## src/rtl/mrxq_pkg.sv

```systemverilog
package mrxq_pkg;
  localparam int WORD_W      = 16;
  localparam int ENTRY_W     = 15;
  localparam int LINE_W      = 4;
  localparam int DIAG_WORDS  = 8;
  localparam int DIAG_IDX_W  = $clog2(DIAG_WORDS);

  localparam logic [2:0] CODE_DIAG  = 3'b111;
  localparam logic [2:0] CODE_MODEM = 3'b110;

  typedef struct packed {
    logic [2:0]        code;
    logic [LINE_W-1:0] line;
    logic [7:0]        payload;
  } entry_t;

  // Payload of self-test entry number idx: two version records, then pass records.
  function automatic logic [7:0] diag_payload(input logic [DIAG_IDX_W-1:0] idx,
                                              input logic [4:0] ver);
    if (idx < 2) return {1'b0, ver, idx[0], 1'b0};
    else         return {1'b1, 2'b00, 3'b000, idx[0], 1'b0};
  endfunction
endpackage

```

## src/rtl/mrxq_line_slot.sv

```systemverilog
module mrxq_line_slot (
  input  logic       clk,
  input  logic       rst_n,
  input  logic       flush,
  input  logic       strb,
  input  logic [7:0] char_in,
  input  logic       fe_in,
  input  logic       pe_in,
  input  logic       link_en,
  input  logic [3:0] mdm_in,
  input  logic       gnt_data,
  input  logic       gnt_mdm,
  output logic       req_data,
  output logic       req_mdm,
  output logic [7:0] char_q,
  output logic       fe_q,
  output logic       pe_q,
  output logic [3:0] mdm_q,
  output logic       lost
);
  logic [3:0] mdm_prev;
  logic       mdm_chg;
  logic       slot_free;

  assign mdm_chg   = link_en && (mdm_in != mdm_prev);
  assign slot_free = !req_data || gnt_data;
  assign lost      = strb && !slot_free && !flush;

  always_ff @(posedge clk or negedge rst_n) begin
    if (!rst_n) begin
      req_data <= 1'b0;
      char_q   <= '0;
      fe_q     <= 1'b0;
      pe_q     <= 1'b0;
    end else if (flush) begin
      req_data <= 1'b0;
    end else if (strb && slot_free) begin
      req_data <= 1'b1;
      char_q   <= char_in;
      fe_q     <= fe_in;
      pe_q     <= pe_in;
    end else if (gnt_data) begin
      req_data <= 1'b0;
    end
  end

  // A newer change replaces a waiting modem record: the latest levels win.
  always_ff @(posedge clk or negedge rst_n) begin
    if (!rst_n) begin
      mdm_prev <= '0;
      req_mdm  <= 1'b0;
      mdm_q    <= '0;
    end else begin
      mdm_prev <= mdm_in;
      if (flush) begin
        req_mdm <= 1'b0;
      end else if (mdm_chg) begin
        req_mdm <= 1'b1;
        mdm_q   <= mdm_in;
      end else if (gnt_mdm) begin
        req_mdm <= 1'b0;
      end
    end
  end
endmodule

```

## src/rtl/mrxq_prio_arb.sv

```systemverilog
module mrxq_prio_arb #(
  parameter int N = 32,
  localparam int IDX_W = $clog2(N)
) (
  input  logic             en,
  input  logic [N-1:0]     req,
  output logic [N-1:0]     gnt,
  output logic [IDX_W-1:0] idx,
  output logic             any
);
  always_comb begin
    idx = '0;
    for (int i = N - 1; i >= 0; i--) begin
      if (req[i]) idx = IDX_W'(i);
    end
    any = en && (|req);
    gnt = any ? ({{(N-1){1'b0}}, 1'b1} << idx) : '0;
  end
endmodule

```

## src/rtl/mrxq_fifo.sv

```systemverilog
module mrxq_fifo #(
  parameter int W     = 15,
  parameter int DEPTH = 64,
  localparam int AW   = $clog2(DEPTH)
) (
  input  logic         clk,
  input  logic         rst_n,
  input  logic         flush,
  input  logic         push,
  input  logic         pop,
  input  logic [W-1:0] din,
  output logic [W-1:0] dout,
  output logic         empty,
  output logic         full,
  output logic         accepted
);
  logic [W-1:0]  mem [DEPTH];
  logic [AW-1:0] wr_ptr, rd_ptr;
  logic [AW:0]   count;
  logic          rd_en;

  assign empty    = (count == '0);
  assign full     = (count == (AW+1)'(DEPTH));
  assign rd_en    = pop && !empty;
  assign accepted = push && (!full || rd_en);
  assign dout     = mem[rd_ptr];

  function automatic logic [AW-1:0] nxt(input logic [AW-1:0] p);
    return (p == AW'(DEPTH - 1)) ? '0 : p + 1'b1;
  endfunction

  always_ff @(posedge clk) begin
    if (accepted && !flush) mem[wr_ptr] <= din;
  end

  always_ff @(posedge clk or negedge rst_n) begin
    if (!rst_n) begin
      wr_ptr <= '0;
      rd_ptr <= '0;
      count  <= '0;
    end else if (flush) begin
      wr_ptr <= '0;
      rd_ptr <= '0;
      count  <= '0;
    end else begin
      if (accepted) wr_ptr <= nxt(wr_ptr);
      if (rd_en)    rd_ptr <= nxt(rd_ptr);
      case ({accepted, rd_en})
        2'b10:   count <= count + 1'b1;
        2'b01:   count <= count - 1'b1;
        default: count <= count;
      endcase
    end
  end
endmodule

```

## src/rtl/mux_rx_queue.sv

```systemverilog
module mux_rx_queue
  import mrxq_pkg::*;
#(
  parameter int         NLINES      = 16,
  parameter int         DEPTH       = 64,
  parameter logic [4:0] ROM_VERSION = 5'd9
) (
  input  logic                  clk,
  input  logic                  rst_n,
  input  logic                  mreset,
  output logic                  reset_busy,
  input  logic [NLINES-1:0]     rx_strb,
  input  logic [NLINES*8-1:0]   rx_char,
  input  logic [NLINES-1:0]     rx_ferr,
  input  logic [NLINES-1:0]     rx_perr,
  input  logic [NLINES-1:0]     link_en,
  input  logic [NLINES*4-1:0]   modem_lvl,
  input  logic                  rd_req,
  output logic [WORD_W-1:0]     rd_word,
  input  logic                  rx_ie,
  output logic                  rx_irq
);
  localparam int NREQ  = 2 * NLINES;
  localparam int IDX_W = $clog2(NREQ);
  localparam int SEL_W = IDX_W - 1;

  logic [NREQ-1:0]   arb_req, arb_gnt;
  logic [IDX_W-1:0]  arb_idx;
  logic              arb_any;
  logic [NLINES-1:0] lost_vec;
  logic [7:0]        slot_char [NLINES];
  logic [3:0]        slot_mdm  [NLINES];
  logic [NLINES-1:0] slot_fe, slot_pe;

  logic                  diag_active;
  logic [DIAG_IDX_W-1:0] diag_idx;
  logic                  ovr_pend;

  logic [SEL_W-1:0]  sel_line;
  logic              sel_mdm, sel_fe, sel_ovr;
  entry_t            push_entry, head_entry;
  logic              push, fifo_empty, fifo_full, fifo_acc;

  for (genvar i = 0; i < NLINES; i++) begin : g_line
    mrxq_line_slot u_slot (
      .clk      (clk),
      .rst_n    (rst_n),
      .flush    (mreset),
      .strb     (rx_strb[i]),
      .char_in  (rx_char[i*8 +: 8]),
      .fe_in    (rx_ferr[i]),
      .pe_in    (rx_perr[i]),
      .link_en  (link_en[i]),
      .mdm_in   (modem_lvl[i*4 +: 4]),
      .gnt_data (arb_gnt[2*i]),
      .gnt_mdm  (arb_gnt[2*i+1]),
      .req_data (arb_req[2*i]),
      .req_mdm  (arb_req[2*i+1]),
      .char_q   (slot_char[i]),
      .fe_q     (slot_fe[i]),
      .pe_q     (slot_pe[i]),
      .mdm_q    (slot_mdm[i]),
      .lost     (lost_vec[i])
    );
  end

  // Request index 2*line+kind: ascending index gives line order, character first.
  mrxq_prio_arb #(.N(NREQ)) u_arb (
    .en  (!diag_active && !mreset),
    .req (arb_req),
    .gnt (arb_gnt),
    .idx (arb_idx),
    .any (arb_any)
  );

  always_ff @(posedge clk or negedge rst_n) begin
    if (!rst_n) begin
      diag_active <= 1'b0;
      diag_idx    <= '0;
    end else if (mreset) begin
      diag_active <= 1'b1;
      diag_idx    <= '0;
    end else if (diag_active) begin
      diag_idx <= diag_idx + 1'b1;
      if (diag_idx == DIAG_IDX_W'(DIAG_WORDS - 1)) diag_active <= 1'b0;
    end
  end

  assign sel_line = arb_idx[IDX_W-1:1];
  assign sel_mdm  = arb_idx[0];
  assign sel_fe   = slot_fe[sel_line];
  assign sel_ovr  = ovr_pend && !sel_fe;

  always_comb begin
    if (diag_active) begin
      push_entry = '{code: CODE_DIAG, line: '0, payload: diag_payload(diag_idx, ROM_VERSION)};
    end else if (sel_mdm) begin
      push_entry = '{code: CODE_MODEM, line: LINE_W'(sel_line),
                     payload: {4'b0000, slot_mdm[sel_line]}};
    end else begin
      push_entry = '{code: {sel_ovr, sel_fe, slot_pe[sel_line]}, line: LINE_W'(sel_line),
                     payload: slot_char[sel_line]};
    end
  end

  assign push = diag_active || arb_any;

  // Overrun is armed by any loss and disarmed once a character without a framing error carries it.
  always_ff @(posedge clk or negedge rst_n) begin
    if (!rst_n) begin
      ovr_pend <= 1'b0;
    end else if (mreset) begin
      ovr_pend <= 1'b0;
    end else if ((|lost_vec) || (arb_any && !fifo_acc)) begin
      ovr_pend <= 1'b1;
    end else if (arb_any && fifo_acc && !sel_mdm && sel_ovr) begin
      ovr_pend <= 1'b0;
    end
  end

  mrxq_fifo #(.W(ENTRY_W), .DEPTH(DEPTH)) u_fifo (
    .clk      (clk),
    .rst_n    (rst_n),
    .flush    (mreset),
    .push     (push),
    .pop      (rd_req),
    .din      (push_entry),
    .dout     (head_entry),
    .empty    (fifo_empty),
    .full     (fifo_full),
    .accepted (fifo_acc)
  );

  assign rd_word    = fifo_empty ? '0 : {1'b1, head_entry};
  assign rx_irq     = rx_ie && !fifo_empty;
  assign reset_busy = diag_active;
endmodule

```

## config.mk

```make
export PLATFORM = sky130hd
export DESIGN_NAME = mux_rx_queue
export DESIGN_NICKNAME = d
export VERILOG_FILES = /design/src/rtl/mrxq_pkg.sv /design/src/rtl/mrxq_line_slot.sv /design/src/rtl/mrxq_prio_arb.sv /design/src/rtl/mrxq_fifo.sv /design/src/rtl/mux_rx_queue.sv
export SDC_FILE = /design/constraint.sdc
export NUM_CORES = 2
export LEC_CHECK = 0
export BUFFER_PORTS_ARGS = -buffer_cell sky130_fd_sc_hd__buf_4
export CORE_MARGIN = 2
export CORE_UTILIZATION = 65
export CTS_BUF_LIST = sky130_fd_sc_hd__clkbuf_16
export DETAILED_ROUTE_END_ITERATION = 8
export GPL_TIMING_DRIVEN = 0
export PLACE_DENSITY = 0.81
export SLEW_MARGIN = 10
export SYNTH_ARGS = -nofsm -noshare
export SYNTH_HDL_FRONTEND = slang
export SYNTH_SLANG_ARGS = --single-unit
export TNS_END_PERCENT = 1
```

## constraint.sdc

```tcl
create_clock -name clk -period 13.75 [get_ports clk]
set_input_delay 1.375 -clock clk [delete_from_list [all_inputs] [get_ports clk]]
set_output_delay 1.375 -clock clk [all_outputs]
set_load 0.05 [all_outputs]
```

# After elaboration in Yosys (flattened, before gate mapping)
# Memory sizes are Yosys's and may differ from the RTL's.
# Cells that the tools add are included.
word_totals:
  input_bits: 261
  mem_bits_rw: 960
  memories: 1
  register_bits: 344
  wordCells: 518
  output_inout_bits: 18
op_classes:
  n_reduce_logical: 205
  n_lt_le_gt_ge: 3
  shift: 1
  n_addsub: 5
  bitwise_logic: 2
  eq_ne: 22
  mux: 161
mem_list:
  columns: ["name", "depth", "width", "rd", "rd_clocked_by_memory_dff", "write_ports", "line", "source"]
  rows:
  - ["u_fifo.mem", 64, 15, 1, 0, 1, "mrxq_fifo.sv:17", "logic [W-1:0] mem [DEPTH];"]
op_table:
  columns: ["cell", "count"]
  rows:
  - ["$mux W5", 32]
  - ["$mux W1", 106]
  - ["$reduce_bool A3 Y1", 34]
  - ["$logic_and A1 B1 Y1", 75]
  - ["$ne A4 B4 Y1", 16]
  - ["$reduce_and A2 Y1", 32]
  - ["$logic_not A1 Y1", 39]
  - ["$mux W6", 6]
  - ["$bmux W8 S4", 1]
  - ["$mux W32", 1]
  - ["$reduce_or A32 Y1", 1]
  - ["$shl A1 B5 Y32 const A", 1]
  - ["$mux W15", 2]
  - ["$mux W8", 3]
  - ["$logic_or A1 B1 Y1", 19]
  - ["$bmux W4 S4", 1]
  - ["$mux W16", 1]
  - ["$reduce_or A16 Y1", 1]
  - ["$pmux W7 S2", 1]
  - ["$add A6 B1 Y6 const B", 2]
  - ["$eq A6 B6 Y1 const B", 2]
  - ["$bmux W1 S4", 2]
  - ["$mux W4", 2]
  - ["$add A7 B1 Y7 const B", 1]
  - ["15 further kinds", 18]

# Logic depth before layout (Yosys ltp)
logic_depth:
  depth_word: 42
  ltp_mapped: 16
  depth_no_buf: 15

# Hierarchy
# From an unflattened synthesis, not the netlist that was laid out.
hier_totals:
  hier_cells: 3081
  hier_area_um2: 53933.0
modules_own_cells:
  columns: ["mod", "cells_per_inst", "seq_area_each_um2", "area_per_inst_um2", "instances"]
  rows:
  - ["mrxq_fifo", 1975, 29303.1, 38464.4, 1]
  - ["mrxq_line_slot", 49, 500.5, 782.0, 16]
  - ["mux_rx_queue", 201, 125.1, 2298.5, 1]
  - ["mrxq_prio_arb", 121, 0.0, 658.1, 1]

# Least setup slack after synthesis
# No wires, ideal clock.
synth_path:
  kind: "flip-flop to flip-flop"
  from: "register g_line[7].u_slot.req_mdm"
  to: "memory u_fifo.mem[0][7] (data pin)"
  arrival_ps: 6563
  setup_time_ps: 1008
  path_stages_with_launch: 10
  required_ps: 12742
  path_slack_ps: 6178
  synth_period_minus_slack_ps: 7572
  path_cell_list: "dfrtp_1 > or4_1 > o221a_2 > or2_1 > a31oi_4 > buf_2 > nand2_1 > a311oi_1 > a31oi_1 > o311ai_0"
synth_rtl:
  columns: ["item", "line", "source"]
  rows:
  - ["start, declared", "mrxq_line_slot.sv:14", "output logic req_mdm,"]
  - ["start signal, assigned", "mrxq_line_slot.sv:51", "req_mdm <= 1'b0;"]
  - ["start signal, assigned", "mrxq_line_slot.sv:56", "req_mdm <= 1'b0;"]
  - ["start signal, assigned", "mrxq_line_slot.sv:58", "req_mdm <= 1'b1;"]
  - ["end, declared", "mrxq_fifo.sv:17", null]

# Final worst setup path
layout_path:
  from: "register u_fifo.rd_ptr[0]"
  to: "output port rd_word[14]"
layout_between:
  elab_chain_len: 2
layout_rtl:
  columns: ["item", "line", "source"]
  rows:
  - ["start, declared", "mrxq_fifo.sv:18", "logic [AW-1:0] wr_ptr, rd_ptr;"]
  - ["start signal, assigned", "mrxq_fifo.sv:47", "if (rd_en) rd_ptr <= nxt(rd_ptr);"]
  - ["$mem_v2 Z64 W15", null, null]
  - ["$mux W16", "mux_rx_queue.sv:134", "assign rd_word = fifo_empty ? '0 : {1'b1, head_entry};"]
  - ["end, declared", "mux_rx_queue.sv:19", "output logic [WORD_W-1:0] rd_word,"]
# Every way passes these cells.

==> impl_metrics.tcl <==
set metrics [dict create \
    outcome "completed" \
    syn_area_per_cell_um2 18.4 \
    gr-total-overflow 0 \
    peakVddDrop_mv 0.111 \
    fill_cells 4229 \
    hold_path.class "flip-flop to flip-flop" \
    ctsResizeCount 0 \
    path_class "flip-flop to output port" \
    viasPerCell 7.05 \
    hold_viol_final 0 \
    drv_slew 0 \
    rsz0062_at_grt "no" \
    final_util 0.764 \
    p_sw_mw 2.63 \
    placedCellCount 4305 \
    cts_buffers 130 \
    finClkSkew_ns 0.0368 \
    cts_sinks 1304 \
    crit_top_cell "mux4_2" \
    coreArea_um2 81600 \
    syn-num-nets 3164 \
    finalCritPeriodShare 0.510 \
    yosys-top-cells-area "edfxtp_1, dfrtp_1, mux4_2" \
    whs_endpoint "g_line[10].u_slot.fe_q" \
    total_power_mw 9.78 \
    postRouteWirelength_mm 164 \
    endpoint_kind "output port" \
    htree_levels 4 \
    ys_warn_count 0 \
    worst_slew_pin_slew_ns 1.32 \
    critPathSlowestCell "buf_1" \
    drt.antenna.violating_nets 0 \
    root_buffer "clkbuf_16" \
    seq_power_share 0.459 \
    drc 0 \
    clock_power_share 0.372 \
    fin_nets 3639 \
    cp.arrival_ns 5.63 \
    tritoncts "yes" \
    slowest_delay_ns 0.94 \
    yosys.area.top_type "edfxtp_1" \
    netlist_instances 2893 \
    worstPathCellList "clkbuf_1 > clkbuf_1 > buf_1 > mux4_2 > mux4_2 > mux4_2 > and2_1 > buf_4" \
    synthesis.area_um2 53300 \
    powerDensity_nw_per_um2 157 \
    regArea_um2 37400 \
    regToRegSetupSlack_ns 7.42 \
    synth_cell_types 87 \
    r2r_start "g_line[14].u_slot.req_data" \
    num_rows 105 \
    cp_num_buf_inv 4 \
    pwr-share-comb 0.169 \
    place_hpwl_mm 107 \
    swShare 0.269 \
    dieArea_um2 84300 \
    internal-power_mw 7.14 \
    wl_per_cell_um 36.2 \
    dieHeight_um 290 \
    multi_input_area_um2 15400 \
    max_cap_violations 0 \
    start_kind "flip-flop" \
    vias 32017 \
    ys.flop_type "edfxtp_1" \
    crit_required_ns 12.38 \
    rr_worst_depth 11 \
    maxSlewHeadroom 0.117 \
    clock_latency_ns 0.75 \
    clock.fmax_ghz 0.143 \
    setup_viol 0 \
    layout_commonest_cell "edfxtp_1" \
    initial_core_util 0.653 \
    grt_pass1_vias 32966 \
    track_usage 0.398 \
    first_pass_iters 8 \
    synth_seq_cells 1304 \
    clock_path_buffers 3 \
    fin_cells 4543 \
    synth_top_area_frac 0.541 \
    async_flop_share 0.264 \
    hold-path-cell-count 1 \
    die_w_um 290 \
    grt_pass1_wl_mm 236 \
    clk_pin_slew_ns 0.07 \
    ys_seq_area_frac 0.702 \
    area_delta_synth_final_pct 16.9 \
    grt_max_degree 112 \
    cts_hold_buffers 0 \
    p_leak_nw 21.6 \
    drt_iter0_drc 4745 \
    drive_gt1_frac 0.351 \
    hold_start "g_line[10].u_slot.fe_q" \
    gp_congestion 0.946 \
    antenna_found_initial 13 \
    fin_crit_ns 7.01 \
    worst_path_dominant_cell_family "buffers and inverters" \
    post-cts-setup-buffer-count 0 \
    layout_common_cells "edfxtp_1, dfrtp_1, mux4_2, buf_4, mux2_2" \
    synth_edf_count 960 \
    r2r-end "u_fifo.mem[0][0]" \
    io_pins 279 \
    cp_max_fo 10 \
    port_buffers 278 \
]
## cells in the mapped netlist (11+ instances only)
| cell | instances |
|---|---|
| a21oi_1 | 34 |
| mux2_1 | 22 |
| mux2i_1 | 59 |
| or3_1 | 14 |
| buf_2 | 18 |
| nand3_1 | 61 |
| xnor2_1 | 67 |
| nor3_1 | 17 |
| o22ai_1 | 11 |
| nand4_1 | 25 |
| mux2_2 | 211 |
| edfxtp_1 | 960 |
| a31oi_1 | 19 |
| nand2b_1 | 14 |
| nand2_1 | 175 |
| and3_1 | 34 |
| o21ai_0 | 15 |
| clkbuf_1 | 108 |
| buf_1 | 22 |
| dfrtp_1 | 344 |
| and2_1 | 19 |
| mux4_2 | 317 |
| inv_1 | 20 |
| nor2_1 | 121 |
## metrics by stage
stage	setup TNS (ns)	setup WS, ns	cell area [um2]	hold WS [ns]
after floorplan	0	6.18	53300	0.452
after global placement	-117.18	-1.84	56700	0.467
after detailed placement	0	7.59	57900	0.476
after CTS	0	6.88	62300	0.489
after global routing	0	6.71	62300	0.504
final	0	6.74	62300	0.490
## power groups by stage
| stage | Clock, mW | Sequential, mW | Combinational, mW |
|---|---|---|---|
| after floorplan | 0 | 4.53 | 1.02 |
| after global placement | 0 | 4.57 | 1.52 |
| after detailed placement | 0 | 4.56 | 1.59 |
| after CTS | 3.64 | 4.49 | 1.63 |
| after global routing | 3.78 | 4.50 | 1.71 |
| final | 3.63 | 4.49 | 1.65 |
## logic make-up after synthesis
| group | after synthesis | synth area share |
|---|---|---|
| AND/OR/NAND/NOR | 543 | 0.0507 |
| multiplexers | 609 | 0.194 |
| AO/OA/AOI/OAI | 176 | 0.0245 |
| XOR/XNOR | 74 | 0.0122 |
| flip-flops | 1304 | 0.702 |
| buffers and inverters | 177 | 0.0136 |
| adder cells (fa/ha/maj) | 10 | 0.00249 |
## area by class of cell
class	instances	share of cell area
Sequential cell	1304	0.601
Timing Repair Buffer	343	0.0485
Buffer	157	0.0105
Inverter	20	0.00120
Tap cell	1070	0.0215
Clock inverter	97	0.0152
Antenna cell	5	0.000201
Clock buffer	135	0.0542
Multi-Input combinational cell	1412	0.248
## layer usage
metal	global-route usage	wire [um]	up-vias
met2	0.645	79800	2571
met3	0.102	18500	612
met1	0.499	55000	16364
met5	0	63	-
li1	-	-	12460
met4	0.221	11100	10
## state kept, by name, summed over array words and instances (netlist names)
signal and cells:
ovr_pend 1, g_line.u_slot.pe_q 16, g_line.u_slot.mdm_prev 64, g_line.u_slot.fe_q 16
g_line.u_slot.req_data 16, u_fifo.count 7, diag_idx 3, g_line.u_slot.mdm_q 64
g_line.u_slot.req_mdm 16, g_line.u_slot.char_q 128, u_fifo.mem 960, reset_busy 1
u_fifo.wr_ptr 6, u_fifo.rd_ptr 6
## how the worst max path moves through the flow
stage | startpoint | endpoint | slack, ns | cells past startpoint
final | u_fifo.rd_ptr[0] | rd_word[14] | 6.74 | 8
after global routing | u_fifo.rd_ptr[0] | rd_word[14] | 6.71 | 8
after CTS | u_fifo.rd_ptr[0] | rd_word[7] | 6.88 | 8
after detailed placement | g_line[14].u_slot.req_data | u_fifo.mem[4][0] | 7.59 | 11
after global placement | g_line[15].u_slot.req_data | u_fifo.mem[32][7] | -1.84 | 9
after floorplan | g_line[7].u_slot.req_mdm | u_fifo.mem[0][7] | 6.18 | 9
(Power assumes the default switching activity.)
